$ cat config.mk
export PLATFORM = sky130hd
export DESIGN_NAME = cfgRegBank
export DESIGN_NICKNAME = d
export VERILOG_FILES = /design/src/rtl/cfgbank_pkg.sv /design/src/rtl/cfgbank_ctrl.sv /design/src/rtl/cfgbank_data.sv /design/src/rtl/cfgRegBank.sv
export SDC_FILE = /design/constraint.sdc
export NUM_CORES = 1
export LEC_CHECK = 0
export BUFFER_PORTS_ARGS = -buffer_cell sky130_fd_sc_hd__buf_2
export CAP_MARGIN = 20
export CORE_MARGIN = 10
export CORE_UTILIZATION = 40
export DETAILED_ROUTE_END_ITERATION = 12
export PLACE_DENSITY = 0.76
export SLEW_MARGIN = 10
export SYNTH_ARGS = -nofsm -noshare
export SYNTH_HDL_FRONTEND = slang
export SYNTH_SLANG_ARGS = --single-unit
$ cat constraint.sdc
create_clock -name clk -period 4.9 [get_ports clk]
set_clock_uncertainty 0.15 [all_clocks]
set_input_delay 1.225 -clock clk [delete_from_list [all_inputs] [get_ports clk]]
set_output_delay 1.225 -clock clk [all_outputs]
set_load 0.01 [all_outputs]
$ cat src/rtl/cfgbank_pkg.sv
package cfgbank_pkg;
  localparam int NUM_REGS        = 8;
  localparam int ADDR_W          = $clog2(NUM_REGS);
  localparam int REG_W           = 16;
  localparam int NUM_OFFSET_REGS = 4;
  localparam int ROUTE_REG_IDX   = 4;
  localparam int NUM_FLAGS       = 8;

  // flag input positions
  localparam int FLG_AB_EMPTY   = 0;
  localparam int FLG_AB_AEMPTY  = 1;
  localparam int FLG_AB_FULL    = 2;
  localparam int FLG_AB_AFULL   = 3;
  localparam int FLG_BA_EMPTY   = 4;
  localparam int FLG_BA_AEMPTY  = 5;
  localparam int FLG_BA_FULL    = 6;
  localparam int FLG_BA_AFULL   = 7;

  typedef enum logic [2:0] {
    SRST_NONE   = 3'b000,
    SRST_BA     = 3'b001,
    SRST_AB     = 3'b010,
    SRST_BOTH   = 3'b011,
    SRST_DMAREQ = 3'b100,
    SRST_ALL    = 3'b111
  } srstCode_e;

  typedef struct packed {
    logic [NUM_REGS-1:0] regWrEn;
    logic                restoreAll;
    logic                clrAbPtr;
    logic                clrBaPtr;
    logic                clrDmaReq;
    logic                setDmaReq;
    logic                loadDmaDir;
  } ctrlStrobe_t;
endpackage

$ cat src/rtl/cfgbank_ctrl.sv
module cfgbank_ctrl
  import cfgbank_pkg::*;
(
  input  logic              clk,
  input  logic              rstN,
  input  logic              wrEn,
  input  logic [ADDR_W-1:0] addr,
  input  logic              swRstValid,
  input  logic [2:0]        swRstCode,
  input  logic              dmaReqSet,
  input  logic              dmaDirLoad,
  output ctrlStrobe_t       strobe,
  output logic              clrAbPtr,
  output logic              clrBaPtr
);
  logic isAll;
  logic isBa;
  logic isAb;
  logic isBoth;
  logic isReq;

  assign isAll  = swRstValid && (swRstCode == SRST_ALL);
  assign isBa   = swRstValid && (swRstCode == SRST_BA);
  assign isAb   = swRstValid && (swRstCode == SRST_AB);
  assign isBoth = swRstValid && (swRstCode == SRST_BOTH);
  assign isReq  = swRstValid && (swRstCode == SRST_DMAREQ);

  // per-word write decode; reset-all suppresses writes
  for (genvar i = 0; i < NUM_REGS; i++) begin : g_wrDec
    assign strobe.regWrEn[i] = wrEn && (addr == ADDR_W'(i)) && !isAll;
  end

  assign strobe.restoreAll = isAll;
  assign strobe.clrBaPtr   = isBa || isBoth || isAll;
  assign strobe.clrAbPtr   = isAb || isBoth || isAll;
  assign strobe.clrDmaReq  = isReq || isAll;
  assign strobe.setDmaReq  = dmaReqSet;
  assign strobe.loadDmaDir = dmaDirLoad && !isAll;

  // pointer-clear strobes: high through hardware reset, then one cycle per command
  always_ff @(posedge clk or negedge rstN) begin
    if (!rstN) begin
      clrAbPtr <= 1'b1;
      clrBaPtr <= 1'b1;
    end else begin
      clrAbPtr <= strobe.clrAbPtr;
      clrBaPtr <= strobe.clrBaPtr;
    end
  end
endmodule

$ cat src/rtl/cfgbank_data.sv
module cfgbank_data
  import cfgbank_pkg::*;
#(
  parameter int               OFFSET_W      = 10,
  parameter logic [REG_W-1:0] ROUTE_DEFAULT = 16'h6420
) (
  input  logic                      clk,
  input  logic                      rstN,
  input  ctrlStrobe_t               strobe,
  input  logic [REG_W-1:0]          wrData,
  input  logic                      dmaDirIn,
  input  logic [NUM_FLAGS-1:0]      flagIn,
  input  logic [ADDR_W-1:0]         addr,
  input  logic                      rdStatus,
  output logic [REG_W-1:0]          rdData,
  output logic [NUM_REGS*REG_W-1:0] cfgFlat,
  output logic                      dmaReq,
  output logic                      dmaDir
);
  localparam int PAD_W = REG_W - OFFSET_W;

  logic [REG_W-1:0] regVal [NUM_REGS];
  logic [REG_W-1:0] statusWord;

  for (genvar i = 0; i < NUM_REGS; i++) begin : g_reg
    if (i < NUM_OFFSET_REGS) begin : g_off
      logic [OFFSET_W-1:0] q;
      always_ff @(posedge clk or negedge rstN) begin
        if (!rstN)                   q <= '0;
        else if (strobe.restoreAll)  q <= '0;
        else if (strobe.regWrEn[i])  q <= wrData[OFFSET_W-1:0];
      end
      assign regVal[i] = {{PAD_W{1'b0}}, q};
    end else begin : g_full
      localparam logic [REG_W-1:0] RST_VAL = (i == ROUTE_REG_IDX) ? ROUTE_DEFAULT : '0;
      logic [REG_W-1:0] q;
      always_ff @(posedge clk or negedge rstN) begin
        if (!rstN)                   q <= RST_VAL;
        else if (strobe.restoreAll)  q <= RST_VAL;
        else if (strobe.regWrEn[i])  q <= wrData;
      end
      assign regVal[i] = q;
    end
    assign cfgFlat[i*REG_W +: REG_W] = regVal[i];
  end

  // DMA request: any clear beats a set
  always_ff @(posedge clk or negedge rstN) begin
    if (!rstN)                                      dmaReq <= 1'b0;
    else if (strobe.restoreAll || strobe.clrDmaReq) dmaReq <= 1'b0;
    else if (strobe.setDmaReq)                      dmaReq <= 1'b1;
  end

  // DMA direction: 0 means B-to-A write
  always_ff @(posedge clk or negedge rstN) begin
    if (!rstN)                   dmaDir <= 1'b0;
    else if (strobe.restoreAll)  dmaDir <= 1'b0;
    else if (strobe.loadDmaDir)  dmaDir <= dmaDirIn;
  end

  always_comb begin
    statusWord     = '0;
    statusWord[3]  = dmaDir;
    statusWord[4]  = flagIn[FLG_AB_EMPTY];
    statusWord[5]  = flagIn[FLG_AB_AEMPTY];
    statusWord[6]  = flagIn[FLG_BA_FULL];
    statusWord[7]  = flagIn[FLG_BA_AFULL];
    statusWord[12] = flagIn[FLG_AB_FULL];
    statusWord[13] = flagIn[FLG_AB_AFULL];
    statusWord[14] = flagIn[FLG_BA_EMPTY];
    statusWord[15] = flagIn[FLG_BA_AEMPTY];
  end

  assign rdData = rdStatus ? statusWord : regVal[addr];
endmodule

$ cat src/rtl/cfgRegBank.sv
module cfgRegBank
  import cfgbank_pkg::*;
#(
  parameter int               OFFSET_W      = 10,
  parameter logic [REG_W-1:0] ROUTE_DEFAULT = 16'h6420
) (
  input  logic                      clk,
  input  logic                      rstN,
  input  logic                      wrEn,
  input  logic [ADDR_W-1:0]         addr,
  input  logic [REG_W-1:0]          wrData,
  input  logic                      swRstValid,
  input  logic [2:0]                swRstCode,
  input  logic                      dmaReqSet,
  input  logic                      dmaDirLoad,
  input  logic                      dmaDirIn,
  input  logic [NUM_FLAGS-1:0]      flagIn,
  input  logic                      rdStatus,
  output logic [REG_W-1:0]          rdData,
  output logic [NUM_REGS*REG_W-1:0] cfgFlat,
  output logic                      dmaReq,
  output logic                      dmaDir,
  output logic                      clrAbPtr,
  output logic                      clrBaPtr
);
  ctrlStrobe_t strobe;

  cfgbank_ctrl u_ctrl (
    .clk        (clk),
    .rstN       (rstN),
    .wrEn       (wrEn),
    .addr       (addr),
    .swRstValid (swRstValid),
    .swRstCode  (swRstCode),
    .dmaReqSet  (dmaReqSet),
    .dmaDirLoad (dmaDirLoad),
    .strobe     (strobe),
    .clrAbPtr   (clrAbPtr),
    .clrBaPtr   (clrBaPtr)
  );

  cfgbank_data #(
    .OFFSET_W      (OFFSET_W),
    .ROUTE_DEFAULT (ROUTE_DEFAULT)
  ) u_data (
    .clk      (clk),
    .rstN     (rstN),
    .strobe   (strobe),
    .wrData   (wrData),
    .dmaDirIn (dmaDirIn),
    .flagIn   (flagIn),
    .addr     (addr),
    .rdStatus (rdStatus),
    .rdData   (rdData),
    .cfgFlat  (cfgFlat),
    .dmaReq   (dmaReq),
    .dmaDir   (dmaDir)
  );
endmodule

==> impl_metrics.sql, run 1 <==
INSERT INTO impl_metrics (metric_group, metric, value, unit) VALUES
('timing', 'setup-tns-final', '0', 'ps'),
('yosys', 'synth_area_per_cell', '9.39', 'sq um'),
('global_route', 'grt_remaining_overflow', '0', ''),
('floorplanning', 'design.portCount', '186', ''),
('worst_setup_path', 'setup.worst_path.class', 'primary input to output pin', ''),
('global_route', 'first_pass_grt_wire_length', '29.9', 'mm'),
('placed_design', 'placed_cell_area', '6380', 'sq um'),
('pwr', 'cellPowerDensity', '362', 'nW/um^2'),
('placed_design', 'gp_congestion', '0.841', ''),
('detailed_routing', 'detail_route.first_pass.iterations', '5', ''),
('run_status', 'status', 'finished clean', ''),
('detailed_routing', 'num_vias', '4946', ''),
('detailed_routing', 'first_iter_violations', '496', ''),
('clocking', 'htreeDepth', '3', ''),
('clocking', 'hold_buffers', '0', ''),
('final_layout', 'finish.net_count', '769', ''),
('worst_setup_path', 'ff2ff_setup_slack', '3950', 'ps'),
('clocking', 'ctsRootBufferMaster', 'sky130_fd_sc_hd__clkbuf_16', ''),
('detailed_routing', 'ant_nets', '0', ''),
('timing', 'max_freq', '235', 'MHz'),
('final_layout', 'mostFrequentLayoutCells', '217 x sky130_fd_sc_hd__nand2_1, 160 x sky130_fd_sc_hd__buf_2, 102 x sky130_fd_sc_hd__a21oi_1, 102 x sky130_fd_sc_hd__dfrtp_1, 24 x sky130_fd_sc_hd__conb_1', ''),
('floorplanning', 'placeableCoreArea', '13900', 'sq um'),
('timing', 'final.min_clock_period', '4250', 'ps'),
('timing', 'max_slew.worst_pin.slew', '1110', 'ps'),
('clocking', 'clkSinkCount', '108', ''),
('hold_path', 'hold_class', 'flip-flop to flip-flop', ''),
('final_layout', 'drive_above_1_share', '30.7', '%'),
('clocking', 'worstSkewPairLatency', '350', 'ps'),
('worst_setup_path', 'critPathLaunch', 'addr[1]', ''),
('clocking', 'tritoncts', 'yes', ''),
('yosys', 'post-synth-top-area-cell', 'sky130_fd_sc_hd__dfrtp_1', ''),
('worst_setup_path', 'crit_path_capture', 'rdData[5]', ''),
('floorplanning', 'die_height', '139', 'microns'),
('worst_setup_path', 'worstPathArrival', '2870', 'ps'),
('yosys', 'syn-cell-area', '5680', 'sq um'),
('timing', 'slew_viol_final', '0', ''),
('yosys', 'synth.yosys.seq_area_share', '47.7', '%'),
('worst_setup_path', 'timing.reg2reg.worst_path_depth', '2', ''),
('hold_path', 'worst_hold_path.num_cells', '2', ''),
('timing', 'report.final.setup_viol', '0', ''),
('detailed_routing', 'via_per_inst', '5.39', ''),
('pwr', 'worst_ir_drop_vdd', '0.184', 'mV'),
('worst_setup_path', 'r2r_start', 'u_data.g_reg[4].g_full.q[14]', ''),
('placed_design', 'io_buffers', '161', ''),
('worst_setup_path', 'critical_path_required', '3520', 'ps'),
('timing', 'rsz0062_at_grt', 'no', ''),
('final_layout', 'fin_area', '6640', 'sq um'),
('global_route', 'track_usage', '19.4', '%'),
('yosys', 'yosys_register_bits', '108', ''),
('detailed_routing', 'route.detailed.drc', '0', ''),
('yosys', 'synth_cells', '605', ''),
('clocking', 'postCtsSetupBuffers', '0', ''),
('placed_design', 'post_dp_hpwl', '14.1', 'mm'),
('clocking', 'cts_resized', '0', ''),
('floorplanning', 'initial_core_util', '40.9', '%'),
('pwr', 'total_leakage_power', '3.33', 'nW'),
('yosys', 'yosys.cell_types.count', '38', ''),
('final_layout', 'layout.cells.most_common', 'sky130_fd_sc_hd__nand2_1', ''),
('detailed_routing', 'avgRoutedWirePerCell', '21.3', 'microns'),
('detailed_routing', 'route.final.wire_length', '19.5', 'mm'),
('worst_setup_path', 'critPathMaxFanout', '24', ''),
('floorplanning', 'fp.dieW', '139', 'microns'),
('clocking', 'cts.reportedPaths.clkPinSlew', '70', 'ps'),
('yosys', 'synth-warning-count', '0', ''),
('clocking', 'clockBufferDepth', '2', ''),
('worst_setup_path', 'crit_path_end_kind', 'output pin', ''),
('global_route', 'antenna_violations_before_repair', '0', ''),
('global_route', 'grt_pass1_vias', '4841', ''),
('global_route', 'largest_net_degree_at_the_start_of_global_routing', '102', ''),
('timing', 'layout_worst_path_cycle_share', '86.7', '%'),
('floorplanning', 'die_area', '19400', 'sq um');
-- final cells by class --
cell class,instances,area (sq um),share of cell area [%]
tap,180,225,3.39
multi-input combinational,440,2540,38.3
clock inverter,2,10.0,0.151
timing repair buffer,170,888,13.4
inverter,2,7.51,0.113
clock buffer,14,254,3.82
antenna,1,2.50,0.0377
sequential,108,2710,40.8
-- worst max-delay path, stage by stage --
cell and delay, ps:
sky130_fd_sc_hd__buf_2 550, sky130_fd_sc_hd__buf_12 240, sky130_fd_sc_hd__mux2i_1 110, sky130_fd_sc_hd__a22o_1 250
sky130_fd_sc_hd__o31ai_2 270, sky130_fd_sc_hd__buf_2 200
-- power breakdown --
group	switching (mW)	internal (mW)
registers	0.113	1.02
clock network	0.324	0.359
logic	0.339	0.248
total	0.776	1.63
-- state kept, by name, summed over array words and instances (netlist names) --
| name | cells |
|---|---|
| u_data.g.g_full.q | 64 |
| u_data.g.g_off.q | 40 |
| u_ctrl.clrAbPtr | 1 |
| u_ctrl.clrBaPtr | 1 |
| u_data.dmaDir | 1 |
| u_data.dmaReq | 1 |
-- per-layer routing --
| layer | vias to the layer above | part of all wire (%) | global-route usage [%] |
|---|---|---|---|
| met2 | 240 | 49 | 30.4 |
| li1 | 2247 | - | - |
| met4 | 0 | 1.4 | 4.94 |
| met5 | - | 0 | 0 |
| met1 | 2440 | 39 | 24.8 |
| met3 | 19 | 11 | 7.36 |
-- kinds of logic (layout without fill, tap and decap cells) --
kind of cell / Yosys count / in the layout / share of synthesized area [%]
other: 1 / 25 / 0.0660
AND/OR/NAND/NOR: 251 / 251 / 19.4
XOR/XNOR: 1 / 1 / 0.154
multiplexers: 42 / 42 / 11.1
AO/OA/AOI/OAI: 122 / 122 / 12.2
flip-flops: 108 / 108 / 47.7
buffers and inverters: 80 / 188 / 9.40
-- synth_stat cells --
cell type                   number
sky130_fd_sc_hd__nand2_1       217
sky130_fd_sc_hd__a21oi_1       102
sky130_fd_sc_hd__dfrtp_1       102
sky130_fd_sc_hd__buf_4          40
sky130_fd_sc_hd__buf_2          19
sky130_fd_sc_hd__mux2i_1        16
sky130_fd_sc_hd__mux4_2         16
sky130_fd_sc_hd__mux2_2         10
sky130_fd_sc_hd__a22o_1          9
sky130_fd_sc_hd__clkbuf_1        7
sky130_fd_sc_hd__nor2_1          7
sky130_fd_sc_hd__buf_6           6
sky130_fd_sc_hd__dfstp_2         6
sky130_fd_sc_hd__o22ai_1         5
sky130_fd_sc_hd__o31ai_2         5
sky130_fd_sc_hd__nand3_1         4
sky130_fd_sc_hd__and4b_1         3
sky130_fd_sc_hd__clkbuf_2        3
sky130_fd_sc_hd__nand4b_2        3
sky130_fd_sc_hd__nand4bb_1       3
sky130_fd_sc_hd__and2_1          2
sky130_fd_sc_hd__buf_1           2
sky130_fd_sc_hd__inv_1           2
sky130_fd_sc_hd__nor4bb_1        2
sky130_fd_sc_hd__and2b_1         1
sky130_fd_sc_hd__and4_1          1
sky130_fd_sc_hd__and4bb_1        1
sky130_fd_sc_hd__buf_8           1
sky130_fd_sc_hd__conb_1          1
sky130_fd_sc_hd__nand2b_1        1
sky130_fd_sc_hd__nand4_1         1
sky130_fd_sc_hd__nand4_2         1
sky130_fd_sc_hd__nor2b_1         1
sky130_fd_sc_hd__nor3_1          1
sky130_fd_sc_hd__nor4b_4         1
sky130_fd_sc_hd__o22a_1          1
sky130_fd_sc_hd__or4b_1          1
sky130_fd_sc_hd__xor2_1          1
-- worst min path at each step --
stage,startpoint,endpoint,slack [ps]
floorplan,u_data.g_reg[4].g_full.q[10],u_data.g_reg[4].g_full.q[10],340
global placement,u_data.dmaReq,u_data.dmaReq,330
detailed placement,u_data.g_reg[4].g_full.q[5],u_data.g_reg[4].g_full.q[5],330
CTS,u_data.g_reg[4].g_full.q[5],u_data.g_reg[4].g_full.q[5],340
global route,u_data.g_reg[4].g_full.q[5],u_data.g_reg[4].g_full.q[5],360
finish,u_data.g_reg[4].g_full.q[5],u_data.g_reg[4].g_full.q[5],340
-- stage by stage --
| step | hold slack, ps | setup slack [ps] | power (mW) | std cells | util, % |
|---|---|---|---|---|---|
| after global placement | 327 | 651 | 1.73 | 900 | 45.9 |
| final | 340 | 652 | 2.40 | 917 | 47.9 |
| after global routing | 359 | 466 | 2.52 | 916 | 47.8 |
| after CTS | 344 | 636 | 2.42 | 916 | 47.8 |
| after detailed placement | 333 | 634 | 1.74 | 900 | 45.9 |
| after floorplan | 344 | 1290 | 1.47 | 628 | - |
(Power assumes the default switching activity.)
==> run 2, diff against run 1 <==
Settings changed: CELL_PAD_IN_SITES_DETAIL_PLACEMENT set to 1, CELL_PAD_IN_SITES_GLOBAL_PLACEMENT set to 2, CORE_UTILIZATION 40 to 32, PLACE_DENSITY 0.76 to 0.95.
==> run 2 against run 1 <==
Worst hold slack improved by 13 ps. Register-to-register slack worse by 20 ps. Highest routed layer unchanged. Largest power group unchanged. Sequential power about the same. Via count shrank 0.20%.
==> impl_metrics.sql, run 2 (same netlist as run 1, synthesis figures left out) <==
INSERT INTO impl_metrics (metric_group, metric, value, unit) VALUES
('floorplanning', 'floorplan.rows', '48', ''),
('timing', 'slew_viol_final', '0', ''),
('final_layout', 'mostFrequentLayoutCells', '217 x sky130_fd_sc_hd__nand2_1, 160 x sky130_fd_sc_hd__buf_2, 102 x sky130_fd_sc_hd__a21oi_1, 102 x sky130_fd_sc_hd__dfrtp_1, 24 x sky130_fd_sc_hd__conb_1', ''),
('detailed_routing', 'met3RoutedLength', '1.60', 'mm'),
('clocking', 'ctsRootBufferMaster', 'sky130_fd_sc_hd__clkbuf_16', ''),
('worst_setup_path', 'max_stage_delay', '660', 'ps'),
('timing', 'setup-tns-final', '0', 'ps'),
('run', 'max_cap_viol_count', '0', ''),
('worst_setup_path', 'crit_path_end_kind', 'output pin', ''),
('detailed_routing', 'first_iter_violations', '341', ''),
('run_status', 'status', 'finished clean', ''),
('placed_design', 'dp.cells', '943', ''),
('timing', 'rsz0062_at_grt', 'no', ''),
('global_route', 'grt_pass1_vias', '5304', ''),
('final_layout', 'largest_register_ffs', '64', ''),
('detailed_routing', 'num_vias', '4936', ''),
('final_layout', 'final_cells', '963', ''),
('worst_setup_path', 'cp_slowest_cell', 'sky130_fd_sc_hd__buf_2', ''),
('floorplanning', 'initial_core_util', '32.7', '%'),
('timing', 'relSlewSlack', '34.0', '%'),
('worst_setup_path', 'worstPathArrival', '2960', 'ps'),
('final_layout', 'drive_above_1_share', '31.4', '%'),
('floorplanning', 'fp.dieW', '153', 'microns'),
('global_route', 'largest_net_degree_at_the_start_of_global_routing', '102', ''),
('detailed_routing', 'detail_route.first_pass.iterations', '4', ''),
('final_layout', 'layout.cells.most_common', 'sky130_fd_sc_hd__nand2_1', ''),
('pwr', 'total_chip_power', '2.47', 'mW'),
('timing', 'max_slew.worst_pin.slew', '985', 'ps'),
('final_layout', 'biggestRegsByFlops', 'u_data.g.g_full.q: 64 flops, u_data.g.g_off.q: 40 flops', ''),
('final_layout', 'area_added_between_synthesis_and_finish', '19.2', '%'),
('floorplanning', 'placeableCoreArea', '17400', 'sq um'),
('final_layout', 'finish.net_count', '771', ''),
('floorplanning', 'die_height', '153', 'microns'),
('clocking', 'postCtsSetupBuffers', '0', ''),
('timing', 'max_freq', '231', 'MHz'),
('placed_design', 'post_dp_hpwl', '15.2', 'mm'),
('final_layout', 'final.fill_count', '2042', ''),
('final_layout', 'max_flop_register', 'u_data.g.g_full.q', ''),
('placed_design', 'io_buffers', '161', ''),
('detailed_routing', 'via_per_inst', '5.13', ''),
('global_route', 'track_usage', '17.8', '%'),
('timing', 'final_count_of_hold_timing_violations', '0', ''),
('hold_path', 'hold_class', 'flip-flop to flip-flop', ''),
('worst_setup_path', 'critPathMaxFanout', '37', ''),
('pwr', 'worst_ir_drop_vdd', '0.196', 'mV'),
('clocking', 'hold_buffers', '0', ''),
('timing', 'layout_worst_path_cycle_share', '88.5', '%'),
('worst_setup_path', 'ff2ff_setup_slack', '3930', 'ps'),
('detailed_routing', 'highest_layer', 'met4', ''),
('clocking', 'cts.reportedPaths.clkPinSlew', '70', 'ps'),
('pwr', 'cellPowerDensity', '364', 'nW/um^2'),
('detailed_routing', 'dr_wl_met2', '10.8', 'mm'),
('worst_setup_path', 'critical_path.cell_chain', 'buf_2 > buf_4 > mux2i_1 > a22o_1 > o31ai_2 > buf_2', ''),
('worst_setup_path', 'critical_path.most_common_cell', 'sky130_fd_sc_hd__buf_2', ''),
('detailed_routing', 'route.final.wire_length', '21.3', 'mm'),
('clocking', 'tritoncts.num_buffers', '9', ''),
('global_route', 'grt_remaining_overflow', '0', ''),
('clocking', 'cts_resized', '0', ''),
('clocking', 'tritoncts', 'yes', ''),
('worst_setup_path', 'setup.worst_path.class', 'primary input to output pin', ''),
('detailed_routing', 'ant_nets', '0', ''),
('clocking', 'htreeDepth', '3', ''),
('final_layout', 'diodes', '0', ''),
('clocking', 'clockBufferDepth', '2', ''),
('clocking', 'clkSinkCount', '108', ''),
('global_route', 'antenna_violations_before_repair', '0', ''),
('timing', 'final.min_clock_period', '4340', 'ps'),
('detailed_routing', 'avgRoutedWirePerCell', '22.2', 'microns'),
('global_route', 'first_pass_grt_wire_length', '33.0', 'mm'),
('clocking', 'worstSkewPairLatency', '350', 'ps'),
('worst_setup_path', 'critical_path_required', '3520', 'ps'),
('floorplanning', 'design.portCount', '186', ''),
('placed_design', 'gp_congestion', '0.791', ''),
('detailed_routing', 'routedLengthMet1', '8.67', 'mm'),
('pwr', 'total_leakage_power', '3.36', 'nW'),
('floorplanning', 'die_area', '23500', 'sq um'),
('worst_setup_path', 'start_kind', 'primary input', ''),
('timing', 'report.final.setup_viol', '0', ''),
('detailed_routing', 'route.detailed.drc', '0', '');
==> run 2: cell count changes in the layout (fill, tap and decap cells not counted), sizes merged <==
cell and delta:
inv +1, clkbuf -1, diode -1, buf +1
clkinvlp +1
==> run 2: worst max-delay path, delay by kind of cell <==
kind | cells | cell delay (ps)
compound gates | 2 | 440
buf+inv | 3 | 1160
mux | 1 | 100
==> run 2: cell type report <==
| type | count | area, sq um | share of cell area [%] |
|---|---|---|---|
| Multi-Input combinational cell | 440 | 2540 | 37.6 |
| Clock inverter | 4 | 30.0 | 0.443 |
| Timing Repair Buffer | 172 | 932 | 13.8 |
| Sequential cell | 108 | 2710 | 40.0 |
| Inverter | 2 | 7.51 | 0.111 |
| Clock buffer | 12 | 267 | 3.93 |
| Tap cell | 225 | 282 | 4.16 |
==> run 2: power by group <==
part / switching (mW) / leakage [nW] / total (mW) / internal (mW)
Sequential: 0.116 / 1.40 / 1.14 / 1.02
Combinational: 0.345 / 1.81 / 0.595 / 0.250
Clock: 0.347 / 0.145 / 0.737 / 0.389
Total: 0.808 / 3.36 / 2.47 / 1.66
==> run 2: routing by layer <==
layer	track usage [%]	vias to the layer above
met4	4.13	0
met2	30.1	148
met5	0	-
met3	5.13	17
li1	-	2255
met1	21.7	2516
==> run 2: path summary, 6_finish.rpt <==
check	from	endpoint	depth (start not counted)
max in group asynchronous	rstN	u_data.g_reg[4].g_full.q[5]	3
min reg2reg	u_data.dmaReq	u_data.dmaReq	1
max	addr[1]	rdData[7]	6
max reg2reg	u_data.g_reg[4].g_full.q[5]	u_data.g_reg[4].g_full.q[5]	2
min in group asynchronous	rstN	u_data.g_reg[0].g_off.q[7]	1
min	u_data.dmaReq	u_data.dmaReq	1
==> run 2: through the flow <==
step                hold slack, ps  setup WS, ps  cell area, sq um  utilization [%]
global placement               325           615              6400             36.9
finish                         354           562              6770             39.0
floorplan                      344          1290              5770                -
detailed placement             332           563              6400             36.9
CTS                            357           545              6700             38.6
global route                   367           390              6770             39.0
